[src/rtl/serial_tx_pkg.sv]
// Shared types for the serial transmitter: shift-engine states and the
// frame format captured at the start of each frame.
package serial_tx_pkg;

    typedef enum logic [2:0] {
        ST_IDLE  = 3'd0,
        ST_START = 3'd1,
        ST_DATA  = 3'd2,
        ST_PAR   = 3'd3,
        ST_STOP  = 3'd4
    } tx_state_e;

    typedef struct packed {
        logic       stick;   // fixed parity value
        logic       even;    // even parity / stick value select
        logic       pen;     // parity bit present
        logic       stop2;   // long stop interval
        logic [1:0] wlen;    // data length code, 0 -> 5 bits
    } frame_fmt_t;

    // Pull the format fields out of the control word (break excluded).
    function automatic frame_fmt_t decode_fmt(input logic [5:0] ctl);
        frame_fmt_t f;
        f.wlen  = ctl[1:0];
        f.stop2 = ctl[2];
        f.pen   = ctl[3];
        f.even  = ctl[4];
        f.stick = ctl[5];
        return f;
    endfunction

endpackage

[src/rtl/tx_hold.sv]
// One-entry holding register. Accepts a byte on valid&ready. It releases the
// byte when the shift engine asserts pop. Assumes pop is raised only while full.
module tx_hold #(
    parameter int DW = 8
) (
    input  logic          clk,
    input  logic          rst_n,
    input  logic [DW-1:0] in_data,
    input  logic          in_valid,
    output logic          in_ready,
    input  logic          pop,
    output logic [DW-1:0] out_data,
    output logic          full
);

    logic accept;
    assign accept   = in_valid && !full;
    assign in_ready = !full;

    // Occupancy flag: set on accept, cleared when the engine takes the byte.
    always_ff @(posedge clk) begin
        if (!rst_n)      full <= 1'b0;
        else if (accept) full <= 1'b1;
        else if (pop)    full <= 1'b0;
    end

    // Data capture on accept only.
    always_ff @(posedge clk) begin
        if (!rst_n)      out_data <= '0;
        else if (accept) out_data <= in_data;
    end

endmodule

[src/rtl/tx_shift.sv]
// Frame shift engine. Takes a byte from the holding register when idle and
// break is low, then sends start, data (LSB first), optional parity and the
// stop interval. Each bit lasts OS ticks, and a half bit lasts OS/2 ticks.
// The break input forces the line low and aborts any frame. Assumes OS is even.
module tx_shift
    import serial_tx_pkg::*;
#(
    parameter int DW = 8,
    parameter int OS = 16
) (
    input  logic          clk,
    input  logic          rst_n,
    input  frame_fmt_t    fmt,
    input  logic          brk,
    input  logic          tick,
    input  logic          full,
    input  logic [DW-1:0] data,
    output logic          pop,
    output logic          idle,
    output logic          txd
);

    localparam int CW = $clog2(2 * OS) + 1;
    localparam int IW = $clog2(DW);
    localparam logic [CW-1:0] LIM_ONE  = CW'(OS);
    localparam logic [CW-1:0] LIM_HALF = CW'(OS + OS / 2);
    localparam logic [CW-1:0] LIM_TWO  = CW'(2 * OS);

    tx_state_e       state;
    frame_fmt_t      fmt_q;
    logic [CW-1:0]   cnt;
    logic [IW-1:0]   bit_idx;
    logic [DW-1:0]   sreg;
    logic            par_acc;
    logic [CW-1:0]   limit;
    logic [IW-1:0]   last_idx;
    logic            bit_done;
    logic            line_bit;
    logic            par_bit;

    assign idle     = (state == ST_IDLE);
    assign pop      = idle && full && !brk;
    assign last_idx = IW'({1'b0, fmt_q.wlen}) + IW'(4);

    // Tick count that closes the current bit (stop interval may be longer).
    always_comb begin
        limit = LIM_ONE;
        if (state == ST_STOP && fmt_q.stop2)
            limit = (fmt_q.wlen == 2'd0) ? LIM_HALF : LIM_TWO;
    end

    assign bit_done = tick && (cnt == limit - CW'(1));

    // Parity value: fixed in stick mode, else data parity adjusted for even/odd.
    assign par_bit = fmt_q.stick ? !fmt_q.even
                                 : (fmt_q.even ? par_acc : !par_acc);

    // Line level implied by the current state.
    always_comb begin
        unique case (state)
            ST_START: line_bit = 1'b0;
            ST_DATA:  line_bit = sreg[0];
            ST_PAR:   line_bit = par_bit;
            default:  line_bit = 1'b1;
        endcase
    end

    // Frame sequencer: load, tick counting, bit advance and break abort.
    always_ff @(posedge clk) begin
        if (!rst_n) begin
            state   <= ST_IDLE;
            cnt     <= '0;
            bit_idx <= '0;
            sreg    <= '0;
            par_acc <= 1'b0;
            fmt_q   <= '0;
        end else if (brk) begin
            state <= ST_IDLE;
            cnt   <= '0;
        end else if (state == ST_IDLE) begin
            if (full) begin
                state   <= ST_START;
                sreg    <= data;
                fmt_q   <= fmt;
                cnt     <= '0;
                bit_idx <= '0;
                par_acc <= 1'b0;
            end
        end else if (tick) begin
            if (!bit_done) begin
                cnt <= cnt + CW'(1);
            end else begin
                cnt <= '0;
                unique case (state)
                    ST_START: state <= ST_DATA;
                    ST_DATA: begin
                        par_acc <= par_acc ^ sreg[0];
                        sreg    <= sreg >> 1;
                        if (bit_idx == last_idx)
                            state <= fmt_q.pen ? ST_PAR : ST_STOP;
                        else
                            bit_idx <= bit_idx + IW'(1);
                    end
                    ST_PAR:  state <= ST_STOP;
                    default: state <= ST_IDLE;
                endcase
            end
        end
    end

    // Registered line output; break wins over any frame bit.
    always_ff @(posedge clk) begin
        if (!rst_n) txd <= 1'b1;
        else        txd <= brk ? 1'b0 : line_bit;
    end

endmodule

[src/rtl/serial_tx.sv]
// Top of the configurable serial transmitter. It joins the holding register
// and the shift engine and derives the status flags. Assumes os_tick is
// one clock wide and arrives OS_RATIO times per bit.
module serial_tx
    import serial_tx_pkg::*;
#(
    parameter int OS_RATIO = 16
) (
    input  logic       clk,
    input  logic       rst_n,
    input  logic [6:0] frame_ctrl,
    input  logic       os_tick,
    input  logic [7:0] wr_data,
    input  logic       wr_valid,
    output logic       wr_ready,
    output logic       txd,
    output logic       hold_empty,
    output logic       tx_empty
);

    localparam int DW = 8;

    logic          pop;
    logic          full;
    logic          eng_idle;
    logic [DW-1:0] hold_data;
    frame_fmt_t    fmt;

    assign fmt = decode_fmt(frame_ctrl[5:0]);

    tx_hold #(.DW(DW)) u_hold (
        .clk      (clk),
        .rst_n    (rst_n),
        .in_data  (wr_data),
        .in_valid (wr_valid),
        .in_ready (wr_ready),
        .pop      (pop),
        .out_data (hold_data),
        .full     (full)
    );

    tx_shift #(.DW(DW), .OS(OS_RATIO)) u_shift (
        .clk   (clk),
        .rst_n (rst_n),
        .fmt   (fmt),
        .brk   (frame_ctrl[6]),
        .tick  (os_tick),
        .full  (full),
        .data  (hold_data),
        .pop   (pop),
        .idle  (eng_idle),
        .txd   (txd)
    );

    assign hold_empty = !full;
    assign tx_empty   = !full && eng_idle;

endmodule

[config.mk]
export PLATFORM = sky130hd
export DESIGN_NAME = serial_tx
export DESIGN_NICKNAME = d
export VERILOG_FILES = /design/src/rtl/serial_tx_pkg.sv /design/src/rtl/tx_hold.sv /design/src/rtl/tx_shift.sv /design/src/rtl/serial_tx.sv
export SDC_FILE = /design/constraint.sdc
export NUM_CORES = 1
export LEC_CHECK = 0
export BUFFER_PORTS_ARGS = -buffer_cell sky130_fd_sc_hd__clkbuf_2
export CORE_AREA = 4 4 62 64
export DETAILED_ROUTE_END_ITERATION = 10
export DIE_AREA = 0 0 66 68
export GPL_TIMING_DRIVEN = 0
export PLACE_DENSITY = 0.77
export SLEW_MARGIN = 10
export SYNTH_ARGS = -nofsm -noshare
export SYNTH_HDL_FRONTEND = slang
export SYNTH_SLANG_ARGS = --single-unit
[constraint.sdc]
create_clock -name clk -period 3.09 [get_ports clk]
set_clock_uncertainty 0.1 [all_clocks]
set_input_delay 0.618 -clock clk [delete_from_list [all_inputs] [get_ports clk]]
set_output_delay 0.618 -clock clk [all_outputs]
set_load 0.05 [all_outputs]
[Yosys cells after proc, flatten, opt, wreduce, memory -nomap -nowiden]
Cells that the tools add are included.
Storage, ports and cells
  register bits: 37
  bits in latches: 0
  RAM bits: 0
  ROM bits: 0
  input bits: 19
  output and inout bits: 4
  logic and storage cells: 86
  memories kept: 0
Cells by class
  add/subtract/negate cells: 4
  multipliers: 0
  divide/modulo/power cells: 0
  magnitude comparators: 0
  equal/unequal tests: 9
  shift-type cells: 0
  multiplexer cells: 35
  bitwise gates (word level): 3
  reductions and logical operators: 22
Operators with widths (count)
  $mux W8: 5
  $mux W3: 12
  $mux W6: 6
  $mux W1: 10
  $pmux W3 S3: 1
  $reduce_bool A2 Y1: 4
  $add A6 B1 Y6 const B: 1
  $eq A3 B2 Y1 const B: 2
  $eq A6 B6 Y1: 1
  $logic_and A1 B1 Y1: 6
  $reduce_and A6 Y1: 1
  $sub A6 B1 Y6 const B: 1
  $reduce_and A5 Y1: 1
  $logic_not A1 Y1: 4
  $reduce_and A4 Y1: 1
  $add A2 B3 Y3 const B: 1
  $add A3 B1 Y3 const B: 1
  $eq A3 B1 Y1 const B: 1
  $eq A3 B3 Y1: 1
  $eq A3 B3 Y1 const B: 1
  $logic_not A3 Y1: 1
  $ne A3 B2 Y1 const B: 1
  $pmux W1 S3: 1
  $reduce_and A3 Y1: 1
  7 further kinds: 8

[Logic depth before layout (Yosys ltp)]
Gate-level depths: netlist of the first run.
  word-level depth: 9
  gate-level depth with buffers: 7

[By module]
A second synthesis of the first run with hierarchy kept.
Second synthesis, totals
  cells, all modules: 218
  area total of the unflattened synthesis: 1884.3 µm²
By module, submodules not included
  tx_shift: instances 1, cells each 176, area an instance 1497.7 µm², sequential area each 560.5 µm²
  tx_hold: instances 1, cells each 40, area an instance 376.6 µm², sequential area each 180.2 µm²
  serial_tx: instances 1, cells each 2, area an instance 10.0 µm², sequential area each 0.0 µm²

[Worst setup path before layout of the first run]
Ideal clock, no wire load.
  path type: reg2out
  from: register u_shift.state[1]
  to: output port tx_empty
  data arrival time: 1.790 ns
  data required time: 2.372 ns
  slack: 0.582 ns
  cell stages (with the launch flop): 5
  cells stage by stage: dfxtp_1 > clkbuf_1 > or3_1 > clkbuf_1 > nor2_1
Between the ends
  longest elaborated chain between the ends: 2
RTL lines
  start: declaration: line tx_shift.sv:29  | tx_state_e state;
  start signal: assignment: line tx_shift.sv:100  | state <= fmt_q.pen ? ST_PAR : ST_STOP;
  $logic_not A3 Y1: line tx_shift.sv:41  | assign idle = (state == ST_IDLE);
  $logic_and A1 B1 Y1: line serial_tx.sv:56  | assign tx_empty = !full && eng_idle;
  end: declaration: line serial_tx.sv:18  | output logic tx_empty
Every way passes these cells.

[Worst setup path after layout of the first run]
Same ends and word-level chain as after synthesis.

==> results of run 1 <==
[stage by stage]
| stage | area (um2) | util | hold WS [ps] | total power (uW) |
|---|---|---|---|---|
| 4_1_cts | 2060 | 0.628 | 358 | 900 |
| 5_1_grt | 2060 | 0.628 | 349 | 940 |
| 6_report | 2060 | 0.628 | 369 | 892 |
| 2_1_floorplan | 1840 | - | 331 | 609 |
| 3_3_place_gp | 2010 | 0.611 | 343 | 642 |
| 3_5_place_dp | 2010 | 0.611 | 351 | 644 |
[area by class of cell]
class / instances / share of cell area
plain buffers: 16 / 0.0376
flip-flops and latches: 37 / 0.359
well taps: 46 / 0.0279
repair buffers: 21 / 0.0510
clock inverters: 2 / 0.00728
multi-input cells: 153 / 0.484
inverters: 7 / 0.0127
clock buffers: 6 / 0.0200
[layer usage]
metal,share of wire,global-route usage,up-vias
met2,0.49,0.308,27
met1,0.45,0.228,738
li1,-,-,815
met4,0.022,0.0838,0
met5,0,0,-
met3,0.039,0.0657,10
[power by group]
| group | switching (uW) | internal, uW | total [uW] |
|---|---|---|---|
| clock network | 170 | 88.8 | 259 |
| logic | 72.1 | 51.2 | 123 |
| registers | 13.0 | 496 | 509 |
[worst paths after layout]
path                                                 startpoint                            to  slack (ps)  cells past startpoint
worst max-delay path              u_shift.state[1]$_SDFFE_PP0P_                      tx_empty         180                      5
worst min-delay path            u_hold.out_data[7]$_SDFFE_PN0P_  u_shift.sreg[7]$_SDFFE_PN0P_         370                      2
worst max register to register    u_shift.state[2]$_SDFFE_PP0P_  u_shift.sreg[4]$_SDFFE_PN0P_         680                      7
worst min register to register  u_hold.out_data[7]$_SDFFE_PN0P_  u_shift.sreg[7]$_SDFFE_PN0P_         370                      2
[placed cells by master, fill, tap and decap left out, types with 2 or more instances in the layout]
cell type   synthesis  layout
nor2_1             19      19
xnor2_1             4       4
buf_4               2       2
clkbuf_1           10      11
a21oi_1            12      12
nand3_1             4       4
nand4_1             8       8
dfxtp_1            37      37
nor2b_1             2       2
inv_1               7       7
or4_1               2       2
o21a_1              7       7
clkinvlp_4          0       2
nand2b_1            2       2
nand2_1            25      25
ha_1                2       2
a2111o_1            2       2
o21ai_0             3       3
a31oi_1             4       4
clkbuf_2            0      21
a211oi_1            2       2
clkbuf_4            0       5
or2_2               3       3
nand3b_1            2       2
mux2i_1            19      19
nand4b_1            2       2
buf_2               2       2
nor3_1             15      15
or3_1               2       2
[flip-flops by register name, indices dropped and copies added, names as in the netlist]
register         flops
u_shift.bit_idx      3
u_hold.out_data      8
u_shift.par_acc      1
u_shift.state        3
u_shift.cnt          6
u_shift.sreg         8
u_hold.full          1
u_shift.txd          1
u_shift.fmt_q        6
[worst max-delay path, stage by stage (launching register included)]
cell	delay (ps)
dfxtp_1	400
clkbuf_1	340
or3_1	200
clkbuf_1	490
nor2_1	130
clkbuf_2	270
[logic make-up after synthesis]
family,Yosys count,synth area share
compound gates,39,0.155
flops,37,0.402
buf+inv,23,0.0563
xor+xnor,4,0.0190
mux,19,0.103
simple gates,89,0.251
fa+ha+maj,2,0.0136
==> metrics, run 1 <==
status finished, final reports clean; I/O pin cnt 23; Slew Limit Headroom 0.524; Post-Syn Area per Cell 8.65 um2; clk slew on worst S/H paths 120 ps; multi-input logic area 998 um2; routed len/inst 12.8 um; Vias 1,590; Num CTS Buffers 5; Reg area 741 um2; top cells by count, synth dfxtp_1, nand2_1, mux2i_1, nor2_1, nor3_1; core outline area 3280 um2; Pleak 0.000742 uW; FMAX 0.344 GHz; Pre-antenna DRT Iters 5; first-pass GRT wire length 6470 um; syn_nets 234; share of the synthesized area in the top cell type 0.402; Worst Tran Pin Value 708 ps; die width 66 um; clk root buf clkbuf_4; Distinct cells, synth 40; GRT Residual Overflow 0; fraction of layout cells with a size suffix above 1 0.165; slack of the critical path 180 ps; Final #Nets 262; endpoint class of the critical path output pin; maximum VDD drop 0.000373 V; final setup violation count 0; most common cell in the netlist dfxtp_1; crit share post-route 0.942; synthesized area 1840 um2; Initial Utilization 0.561; gr usage total 0.190; # hold bufs at CTS 0; setup TNS 0 ps; # rows 21; post-CTS setup buffers 0; hpwl dp 2670 um; DR iter-0 viols 70; CTS resizes 0; fin crit period 2910 ps; yosys warns 0; via/cell ratio 5.52; EDFF count, synth 0; Req. time, crit path 2370 ps; IO Port Bufs 21; DIE AREA 4490 um2; max-slew violations 0; dpl ws 393 ps; class of the worst hold path flop to flop; main flop type after synthesis dfxtp_1; WS Path Type flop to output pin; DRT antenna net count 0; vias in the first global route 1,455; crit path DAT 2190 ps; Synth area leaders dfxtp_1, mux2i_1, nand2_1; Non-Filler Instances 288; Routed WL 3690 um; DRC violations left 0; Clock Latency Late Sink 350 ps; PwrDens 432 nW/um2; Max FO, Critical Path 10; Placed Cells 280; Area Growth Syn to Fin 11.9%; crit start category flop; largest net degree at the start of global routing 13; Placer Congestion 0.783; Mapped Cells 213; max cap viols 0; RSZ-0062 raised after global routing false; initial antenna violation count 0; CTS max path bufs 2; Fill cells 307; antenna cells 0; #FFs+latches synth 37; sequential share of the synthesized area 0.402; ys async rst share 0; H-tree Lvls 2; die height 68 um; Synth area leader dfxtp_1; clk sinks 37; Final Hold Viols 0; CTS tree yes
No activity file was read; power rests on OpenSTA's default activity.
==> run 2, diff against run 1 <==
- BUFFER_PORTS_ARGS: -buffer_cell sky130_fd_sc_hd__clkbuf_2 -> unset
- CORE_AREA: 4 4 62 64 -> 4 4 60 62
- DIE_AREA: 0 0 66 68 -> 0 0 64 66
- DONT_BUFFER_PORTS: unset -> 1
- PLACE_DENSITY: 0.77 -> 0.76
==> run 2 against run 1 <==
  * Global-route usage grew 2.2 points
  * Final cell count down 8.0%
  * Flip-flop and latch count stayed put
  * Sequential share of layout area up 1.3 points
  * Wire length up 6.8%
  * Final area is 3.5% lower
  * First-iteration DRC count up 61%
  * Hold slack got worse by 130 ps
  * Sequential power is essentially flat
  * Via count down 1.0%
  * Maximum frequency decreased by 0.90%
  * Die area fell by 5.9%
  * Critical path type unchanged
==> metrics, run 2 (synthesized netlist as in run 1, its figures left out) <==
status finished, final reports clean; DRC violations left 0; fraction of layout cells with a size suffix above 1 0.0950; endpoint class of the critical path output pin; Buf/Inv on CP 2; R2R Path End u_shift.cnt[2]$_SDFFE_PP0P_; Max FO, Critical Path 10; IO Port Bufs 0; max cap viols 0; # hold bufs at CTS 0; clk slew on worst S/H paths 110 ps; gr usage total 0.212; clk root buf clkbuf_4; Fill cells 265; hpwl dp 2840 um; FF-to-FF Start u_shift.state[1]$_SDFFE_PP0P_; fin crit period 2940 ps; crit-path cells clkbuf_1 -> or3_1 -> clkbuf_1 -> nor2_2; clk sinks 37; max-slew violations 0; Worst Hold Depth 1; class of the worst hold path input pin to flop; crit path DAT 2220 ps; DRT antenna net count 0; via/cell ratio 5.94; antenna cells 0; CP max stage delay 560 ps; most used cell, CP clkbuf_1; first-pass GRT wire length 6930 um; DR iter-0 viols 113; Initial Utilization 0.609; Hold Startpoint rst_n; Final Hold Viols 0; Clock Latency Late Sink 350 ps; Slew Limit Headroom 0.483; I/O pin cnt 23; routed len/inst 14.9 um; core outline area 3030 um2; hold endpoint u_shift.txd$_SDFF_PN1_; CTS resizes 1; CTS max path bufs 2; die width 64 um; DIE AREA 4220 um2; Vias 1,574; Pleak 0.000676 uW; WS Path Type flop to output pin; GRT Residual Overflow 0; RSZ-0062 raised after global routing false; die height 66 um; Pwr Total 982 uW; final std cell area, no fill 1990 um2; vias in the first global route 1,521; initial antenna violation count 0; CP max stage cell nor2_2; crit share post-route 0.950; # rows 20; Num CTS Buffers 5; largest registers u_hold.out_data x8, u_shift.sreg x8; placed cell areas 1900 um2; commonest non-fill, non-tap cell in the layout dfxtp_1; maximum VDD drop 0.000344 V; setup TNS 0 ps; highest-count cells in the layout ignoring fill and taps dfxtp_1, nand2_1, mux2i_1; Req. time, crit path 2370 ps; largest net degree at the start of global routing 13; Final #Nets 241; H-tree Lvls 2; R2R Setup Slk 440 ps; Reg2Reg Depth 7; Pre-antenna DRT Iters 4; Area Growth Syn to Fin 7.94%; Routed WL 3940 um; final setup violation count 0; PwrDens 493 nW/um2; post-CTS setup buffers 0; Placer Congestion 0.838; crit start category flop; Top delay family on crit path simple AND/OR/NAND/NOR gates; CP Depth 4; Util after Layout 0.657; CTS tree yes; Worst Tran Pin Value 769 ps; FMAX 0.341 GHz
[run 2: worst register-to-register path, cell delays in order, from the launching register on]
cell and delay, ps:
dfxtp_1 360, clkbuf_1 220, or3_1 400, clkbuf_1 330, nor2_2 560, o21bai_1 320, o21ai_0 160, a21oi_1 140
[run 2: power by group]
| part | switching, uW | internal, uW |
|---|---|---|
| Combinational | 65.8 | 41.6 |
| Clock | 170 | 192 |
| Sequential | 16.4 | 496 |
| Total | 252 | 730 |
[run 2: metrics by stage]
stage	cells	setup slack, ps	hold slack (ps)
after floorplan	213	582	331
after global placement	257	303	347
after detailed placement	257	211	356
after CTS	265	145	233
after global routing	265	52.9	248
final	265	153	240
[run 2: layout make-up]
cell class / instances / area [um2] / share of cell area
multi-input cells: 153 / 1000 / 0.503
flip-flops and latches: 37 / 741 / 0.372
plain buffers: 16 / 77.6 / 0.0390
well taps: 44 / 55.1 / 0.0277
clock buffers: 6 / 51.3 / 0.0258
clock inverters: 2 / 37.5 / 0.0189
inverters: 7 / 26.3 / 0.0132
[run 2: worst max-delay path by stage]
stage	from	endpoint	slack, ps
2_1_floorplan	u_shift.state[1]$_SDFFE_PP0P_	tx_empty	580
3_3_place_gp	u_shift.state[1]$_SDFFE_PP0P_	u_shift.cnt[2]$_SDFFE_PP0P_	300
3_5_place_dp	u_shift.state[1]$_SDFFE_PP0P_	u_shift.cnt[2]$_SDFFE_PP0P_	210
4_1_cts	u_shift.state[1]$_SDFFE_PP0P_	tx_empty	140
5_1_grt	u_shift.state[1]$_SDFFE_PP0P_	tx_empty	50
6_report	u_shift.state[1]$_SDFFE_PP0P_	tx_empty	150
[run 2: routing by layer]
metal | track usage | share of wire | vias to the layer above | routed length (um)
met5 | 0 | 0 | - | 0
met4 | 0.0970 | 0.015 | 0 | 59
met3 | 0.0629 | 0.058 | 7 | 229
met2 | 0.361 | 0.50 | 40 | 1970
met1 | 0.242 | 0.43 | 755 | 1680
li1 | - | - | 772 | -
